<file path="src/rtl/gpio_evt_pkg.sv">
package gpio_evt_pkg;
    localparam int NPIN = 16;
    localparam int DW   = 32;
    localparam int AW   = 3;

    localparam logic [AW-1:0] A_MASK = 3'd0;
    localparam logic [AW-1:0] A_STAT = 3'd1;
    localparam logic [AW-1:0] A_ESEL = 3'd2;
    localparam logic [AW-1:0] A_CTRL = 3'd3;
    localparam logic [AW-1:0] A_SCIT = 3'd4;
    localparam logic [AW-1:0] A_SUMM = 3'd5;

    typedef enum logic {
        ROUTE_SCI = 1'b0,
        ROUTE_SMI = 1'b1
    } route_e;

    typedef struct packed {
        logic   sci_en;
        route_e route;
    } ctrl_t;
endpackage

</file>
<file path="src/rtl/gpio_pin_edge.sv">
module gpio_pin_edge #(
    parameter int NPIN = 16
) (
    input  logic            clk,
    input  logic            rst_n,
    input  logic [NPIN-1:0] pin_async,
    input  logic [NPIN-1:0] fall_sel,
    output logic [NPIN-1:0] hit
);
    logic [NPIN-1:0] meta_q;
    logic [NPIN-1:0] sync_q;
    logic [NPIN-1:0] prev_q;

    always_ff @(posedge clk or negedge rst_n) begin
        if (!rst_n) begin
            meta_q <= '0;
            sync_q <= '0;
            prev_q <= '0;
        end else begin
            meta_q <= pin_async;
            sync_q <= meta_q;
            prev_q <= sync_q;
        end
    end

    for (genvar i = 0; i < NPIN; i++) begin : g_pin
        always_comb begin
            if (fall_sel[i]) hit[i] = prev_q[i] & ~sync_q[i];
            else             hit[i] = sync_q[i] & ~prev_q[i];
        end
    end
endmodule

</file>
<file path="src/rtl/gpio_evt_status.sv">
module gpio_evt_status #(
    parameter int NPIN = 16
) (
    input  logic            clk,
    input  logic            rst_n,
    input  logic [NPIN-1:0] hit,
    input  logic [NPIN-1:0] clr,
    output logic [NPIN-1:0] st,
    output logic [NPIN-1:0] st_nxt
);
    for (genvar i = 0; i < NPIN; i++) begin : g_bit
        assign st_nxt[i] = hit[i] | (st[i] & ~clr[i]);
        always_ff @(posedge clk or negedge rst_n) begin
            if (!rst_n) st[i] <= 1'b0;
            else        st[i] <= st_nxt[i];
        end
    end

    AST_W1C_CLEARS: assert property (@(posedge clk) disable iff (!rst_n)
        ((st & $past(clr & ~hit)) == '0));
    AST_SET_WINS: assert property (@(posedge clk) disable iff (!rst_n)
        ((st & $past(hit)) == $past(hit)));
endmodule

</file>
<file path="src/rtl/gpio_evt_hier.sv">
module gpio_evt_hier (
    input  logic clk,
    input  logic rst_n,
    input  logic pend_nxt,
    input  logic route_smi_nxt,
    input  logic stat_wr,
    input  logic sci_clr,
    output logic smi_l2,
    output logic smi_top,
    output logic sci_top
);
    logic smi_set, sci_set;

    assign smi_set = pend_nxt & route_smi_nxt;
    assign sci_set = pend_nxt & ~route_smi_nxt;

    always_ff @(posedge clk or negedge rst_n) begin
        if (!rst_n) begin
            smi_l2  <= 1'b0;
            smi_top <= 1'b0;
            sci_top <= 1'b0;
        end else begin
            smi_l2  <= smi_set | (smi_l2 & ~stat_wr);
            smi_top <= smi_set | (smi_top & ~stat_wr);
            sci_top <= sci_set | (sci_top & ~sci_clr);
        end
    end

    AST_SMI_DROP: assert property (@(posedge clk) disable iff (!rst_n)
        (stat_wr && !pend_nxt) |=> (!smi_l2 && !smi_top));
    AST_SCI_HOLD: assert property (@(posedge clk) disable iff (!rst_n)
        (sci_top && !sci_clr) |=> sci_top);
endmodule

</file>
<file path="src/rtl/gpio_evt_router.sv">
module gpio_evt_router
    import gpio_evt_pkg::*;
(
    input  logic          clk,
    input  logic          rst_n,
    input  logic [15:0]   gpio_in,
    input  logic          bus_wr,
    input  logic [2:0]    bus_addr,
    input  logic [31:0]   bus_wdata,
    output logic [31:0]   bus_rdata,
    output logic          sci_irq,
    output logic          smi_irq
);
    localparam int PADW = DW - NPIN;

    logic [NPIN-1:0] mask_q, esel_q, hit, clr, st, st_nxt;
    logic [NPIN-1:0] mask_nxt;
    ctrl_t           ctrl_q, ctrl_nxt;
    logic            wr_mask, wr_stat, wr_esel, wr_ctrl, sci_clr;
    logic            pend_nxt, pme_sum;
    logic            smi_l2, smi_top, sci_top;

    assign wr_mask = bus_wr && (bus_addr == A_MASK);
    assign wr_stat = bus_wr && (bus_addr == A_STAT);
    assign wr_esel = bus_wr && (bus_addr == A_ESEL);
    assign wr_ctrl = bus_wr && (bus_addr == A_CTRL);
    assign sci_clr = bus_wr && (bus_addr == A_SCIT) && bus_wdata[0];

    assign mask_nxt = wr_mask ? bus_wdata[NPIN-1:0] : mask_q;
    assign ctrl_nxt = wr_ctrl ? ctrl_t'(bus_wdata[1:0]) : ctrl_q;
    assign clr      = wr_stat ? bus_wdata[NPIN-1:0] : '0;

    always_ff @(posedge clk or negedge rst_n) begin
        if (!rst_n) begin
            mask_q <= '0;
            esel_q <= '0;
            ctrl_q <= '0;
        end else begin
            mask_q <= mask_nxt;
            ctrl_q <= ctrl_nxt;
            if (wr_esel) esel_q <= bus_wdata[NPIN-1:0];
        end
    end

    gpio_pin_edge #(.NPIN(NPIN)) u_edge (
        .clk       (clk),
        .rst_n     (rst_n),
        .pin_async (gpio_in),
        .fall_sel  (esel_q),
        .hit       (hit)
    );

    gpio_evt_status #(.NPIN(NPIN)) u_stat (
        .clk    (clk),
        .rst_n  (rst_n),
        .hit    (hit),
        .clr    (clr),
        .st     (st),
        .st_nxt (st_nxt)
    );

    assign pend_nxt = |(st_nxt & mask_nxt);
    assign pme_sum  = |(st & mask_q);

    gpio_evt_hier u_hier (
        .clk           (clk),
        .rst_n         (rst_n),
        .pend_nxt      (pend_nxt),
        .route_smi_nxt (ctrl_nxt.route == ROUTE_SMI),
        .stat_wr       (wr_stat),
        .sci_clr       (sci_clr),
        .smi_l2        (smi_l2),
        .smi_top       (smi_top),
        .sci_top       (sci_top)
    );

    always_comb begin
        unique case (bus_addr)
            A_MASK:  bus_rdata = {{PADW{1'b0}}, mask_q};
            A_STAT:  bus_rdata = {{PADW{1'b0}}, st};
            A_ESEL:  bus_rdata = {{PADW{1'b0}}, esel_q};
            A_CTRL:  bus_rdata = {30'd0, ctrl_q};
            A_SCIT:  bus_rdata = {31'd0, sci_top};
            A_SUMM:  bus_rdata = {29'd0, pme_sum, smi_top, smi_l2};
            default: bus_rdata = '0;
        endcase
    end

    assign sci_irq = sci_top & ctrl_q.sci_en & (ctrl_q.route == ROUTE_SCI);
    assign smi_irq = smi_top & (ctrl_q.route == ROUTE_SMI);

    AST_RSVD_ZERO: assert property (@(posedge clk) disable iff (!rst_n)
        (bus_addr <= A_ESEL) |-> (bus_rdata[DW-1:NPIN] == '0));
    AST_PME_MASKED: assert property (@(posedge clk) disable iff (!rst_n)
        (mask_q == '0) |-> !pme_sum);
endmodule

</file>
<file path="config.mk">
export PLATFORM = sky130hd
export DESIGN_NAME = gpio_evt_router
export DESIGN_NICKNAME = d
export VERILOG_FILES = /design/src/rtl/gpio_evt_pkg.sv /design/src/rtl/gpio_pin_edge.sv /design/src/rtl/gpio_evt_status.sv /design/src/rtl/gpio_evt_hier.sv /design/src/rtl/gpio_evt_router.sv
export SDC_FILE = /design/constraint.sdc
export NUM_CORES = 1
export LEC_CHECK = 0
export ABC_AREA = 1
export CAP_MARGIN = 20
export CORE_UTILIZATION = 65
export CTS_CLUSTER_DIAMETER = 50
export DETAILED_ROUTE_END_ITERATION = 7
export DONT_BUFFER_PORTS = 1
export PLACE_DENSITY = 0.8
export RECOVER_POWER = 100
export SYNTH_ARGS = -nofsm -noshare
export SYNTH_HDL_FRONTEND = slang
export SYNTH_HIERARCHICAL = 1
export SYNTH_SLANG_ARGS = --single-unit
</file>
<file path="constraint.sdc">
create_clock -name clk -period 4.9 [get_ports clk]
set_clock_uncertainty 0.05 [all_clocks]
set_input_delay 1.47 -clock clk [delete_from_list [all_inputs] [get_ports clk]]
set_output_delay 1.47 -clock clk [all_outputs]
set_load 0.01 [all_outputs]
</file>
After elaboration in Yosys (flattened, before gate mapping) --
Cells that the tools add are included.
Storage, ports and cells: register bits after elaboration 101, input bits 54, output and inout bits 34, word-level logic and storage cells 189
Cells by class: equal/unequal tests 5, multiplexer cells 20, bitwise logic cells 129, reduce and logical (&&, ||, !) cells 9
Operator list (count):
- one-hot mux 16 bit (6 select lines) | 1
- bitwise AND 1 bit | 56
- inverter 1 bit | 52
- bitwise AND 16 bit | 2
- two-way mux 16 bit | 2
- OR reduction 16 bit | 2
- bitwise OR 1 bit | 19
- two-way mux 1 bit | 17
- equality test 3 x 2 -> 1 bit, second input constant | 2
- equality test 3 bit, second input constant | 2
- logical AND 1 bit | 6
- equality test 3 x 1 -> 1 bit, second input constant | 1
- zero test 3 bit | 1

Logic depth before layout (Yosys ltp) --
word-level depth 10, mapped depth 18, gate-level depth less buffers 16

Cells and area by module --
Netlist, hierarchy kept.
Modules (own cells, without submodules):
- gpio_evt_router | instances 1, cells each 331, area an instance 2323.5 µm², seq. area each 850.8 µm²
- gpio_pin_edge | instances 1, cells each 144, area an instance 1601.5 µm², seq. area each 1201.2 µm²
- gpio_evt_status | instances 1, cells each 80, area an instance 640.6 µm², seq. area each 400.4 µm²
- gpio_evt_hier | instances 1, cells each 14, area an instance 116.4 µm², seq. area each 75.1 µm²

Least setup slack after synthesis --
No wires, ideal clock.
kind input to output, from input bus_addr[1], to output bus_rdata[0], arrival 2306 ps, data required time 3380 ps, path slack 1074 ps, stages 6, path buffers 3, cell sequence inv_2 buf_4 buf_6 nand2_2 buf_2 o211ai_1
On the way: longest elaborated chain between the ends 2, elaborated cells between the ends (all ways) 7, those cells by class 5 x eq/ne; 1 x mux; 1 x reduce/logical
Ends and longest elaborated chain:
- start: declaration | RTL line gpio_evt_router.sv:8 | input logic [2:0] bus_addr,
- equality test 3 bit, or another cell as far along | RTL line gpio_evt_router.sv:78 | unique case (bus_addr)
- one-hot mux 16 bit (6 select lines) * | RTL line gpio_evt_router.sv:78
- end: declaration | RTL line gpio_evt_router.sv:10 | output logic [31:0] bus_rdata,
Mark *: on every way between the ends. The rest lies on a longest branch, timed or not.

Worst setup path after layout --
Same ends and word-level chain as after synthesis.

==> run metrics <==
post-synth cell types 23; layout net count 622; die width 86.9 µm; sequential share of power 0.549; CP max FO 11; worst skew pair latency 370 ps; CP endpoint kind output port; WS Path Type input pin to output port; Non-Filler Instances 668; layout cell share with drive strength beyond 1 0.0385; Max Cap Viol 0; final hold vios 0; drt wl/cell 13.6 µm; FF-to-FF path depth 13; fmax 227 MHz; largest net degree at the start of global routing 102; Routed Antenna Nets 0; setup TNS 0 ps; Post-DP HPWL 6.08 mm; total power 0.00179 W; vias after detailed routing 3443; PD cells 369 nW/µm²; crit share post-route 0.897; core area 6870 µm²; critical path arrival 2880 ps; Avg Synthesized Cell Area 8.23 µm²; first-pass GRT wire length 15.2 mm; R2R Path Start esel_q[6]$_DFFE_PN0P_; hold path start u_edge/meta_q[9]$_DFF_PN0_; Sequential Area 2530 µm²; diode count 0; routed vias/inst 5.15; min Tclk post-route 4400 ps; # placed instances 652; P_int 0.00129 W; Clock transition at path regs 90 ps; final setup fails 0; GP Congestion 0.856; Max rail drop VDD 0.223 mV; H-Tree Depth 3; root buffer cell clkbuf_8; Total GRT Usage 0.268; post-synthesis sequential area ratio 0.540; TritonCTS clock tree done; antenna violations before repair 0; drt drc 0; relative slew slack 0.466; initial core utilization 0.682; CTS Buffer Depth 2; drt pass-1 iters 4; area of the multi-input gates 1500 µm²; leakage power 2.62 nW; commonest cells after routing, fill and taps aside nand2_1, inv_1, dfrtp_1; Ports 88; initial drt markers 272; full die area 7550 µm²; # fillers 558; Critical Path RT 3380 ps; total grt overflow 0; synth-to-layout area growth 3.66%; vias in the first global route 3310; Slew Limit Fails 0; Mapped Cells 569; FF-to-FF End u_hier/smi_l2$_DFF_PN0_; Yosys reg bits 101; Gate power share 0.137; Startpoint Class input pin; unrepaired setup endpoints after global routing false; hold worst-path end u_edge/sync_q[9]$_DFF_PN0_; switching part of the total 0.278; Hold Crit Class flop to flop; Die Y 86.9 µm; sw power 0.000498 W; PostCTS Resize Cnt 0; flop-to-flop setup slack 3420 ps; cell area after synthesis 4680 µm²; Hold Buf Count CTS 0; cts bufs inserted 9; buffers added on ports 0; Routed WL 9.05 mm; post-CTS setup buffers 0; yosys warns 6; status finished, final reports clean; Rows 30; Worst-Margin Slew 801 ps; hold depth 0; utilization after layout 0.707; Hold Slack 301 ps; commonest non-fill, non-tap cell in the layout nand2_1; Sink Count 101; Clk network pwr share 0.314
## logic make-up after synthesis
family | Yosys count | synth area share
buffers and inverters | 158 | 0.148
AOI/OAI and AO/OA | 37 | 0.0510
other | 1 | 0.000801
and+or+nand+nor | 272 | 0.260
DFF | 101 | 0.540
## sequential cells by signal, summed over array words and instances, names as in the netlist
name and flops:
ctrl_q 2, esel_q 16, mask_q 16, u_edge/meta_q 16, u_edge/prev_q 16, u_edge/sync_q 16
u_hier/sci_top 1, u_hier/smi_l2 1, u_hier/smi_top 1, u_stat/st 16
## metrics by stage
step | setup WS, ps | area, µm²
final | 503 | 4850
after global routing | 359 | 4850
after CTS | 776 | 4870
after detailed placement | 783 | 4660
after global placement | 820 | 4660
after floorplan | 1070 | 4740
## synth_stat cells, drive strengths merged
cell,number,area (µm²)
a221oi,4,35.0
a22o,1,8.76
and2,16,100
buf,28,205
clkbuf,1,3.75
conb,1,3.75
dfrtp,101,2530
inv,129,484
nand2,154,588
nand3,55,288
nand4,19,119
nor2,28,124
o211ai,14,105
o21ai,18,90.1
## power groups by stage
| stage | Combinational, W | Sequential, W | Clock, W |
|---|---|---|---|
| finish | 0.000245 | 0.000984 | 0.000562 |
| global route | 0.000285 | 0.000995 | 0.000615 |
| CTS | 0.000249 | 0.000983 | 0.000570 |
| detailed placement | 0.000247 | 0.00100 | 0 |
| global placement | 0.000239 | 0.000994 | 0 |
| floorplan | 0.000218 | 0.000983 | 0 |
## final cells by class
| class | instances | area share |
|---|---|---|
| Inverter | 129 | 0.0998 |
| Clock buffer | 9 | 0.0255 |
| Multi-Input combinational cell | 325 | 0.310 |
| Sequential cell | 101 | 0.521 |
| Tap cell | 96 | 0.0247 |
| Timing Repair Buffer | 2 | 0.00155 |
| Clock inverter | 6 | 0.0180 |
## metal layers
metal / track usage / share of wire
met5: 0 / 0
met4: 0.0818 / 0.018
met3: 0.0796 / 0.071
met2: 0.441 / 0.48
met1: 0.343 / 0.43
## critical path, cell delays in order
cell	delay, ps
inv_1	280
clkbuf_1	500
nand3_1	140
inv_1	160
nand2_1	70
nand2_1	60
nor2_1	40
o211ai_1	150
## worst max path at each step
stage,from,endpoint,cells past startpoint
6_report,bus_addr[1],bus_rdata[0],8
3_5_place_dp,bus_addr[1],bus_rdata[2],5
5_1_grt,bus_addr[1],bus_rdata[0],8
2_1_floorplan,bus_addr[1],bus_rdata[0],6
4_1_cts,bus_addr[1],bus_rdata[2],5
3_3_place_gp,bus_addr[1],bus_rdata[2],5
No activity file was read; power rests on OpenSTA's default activity.
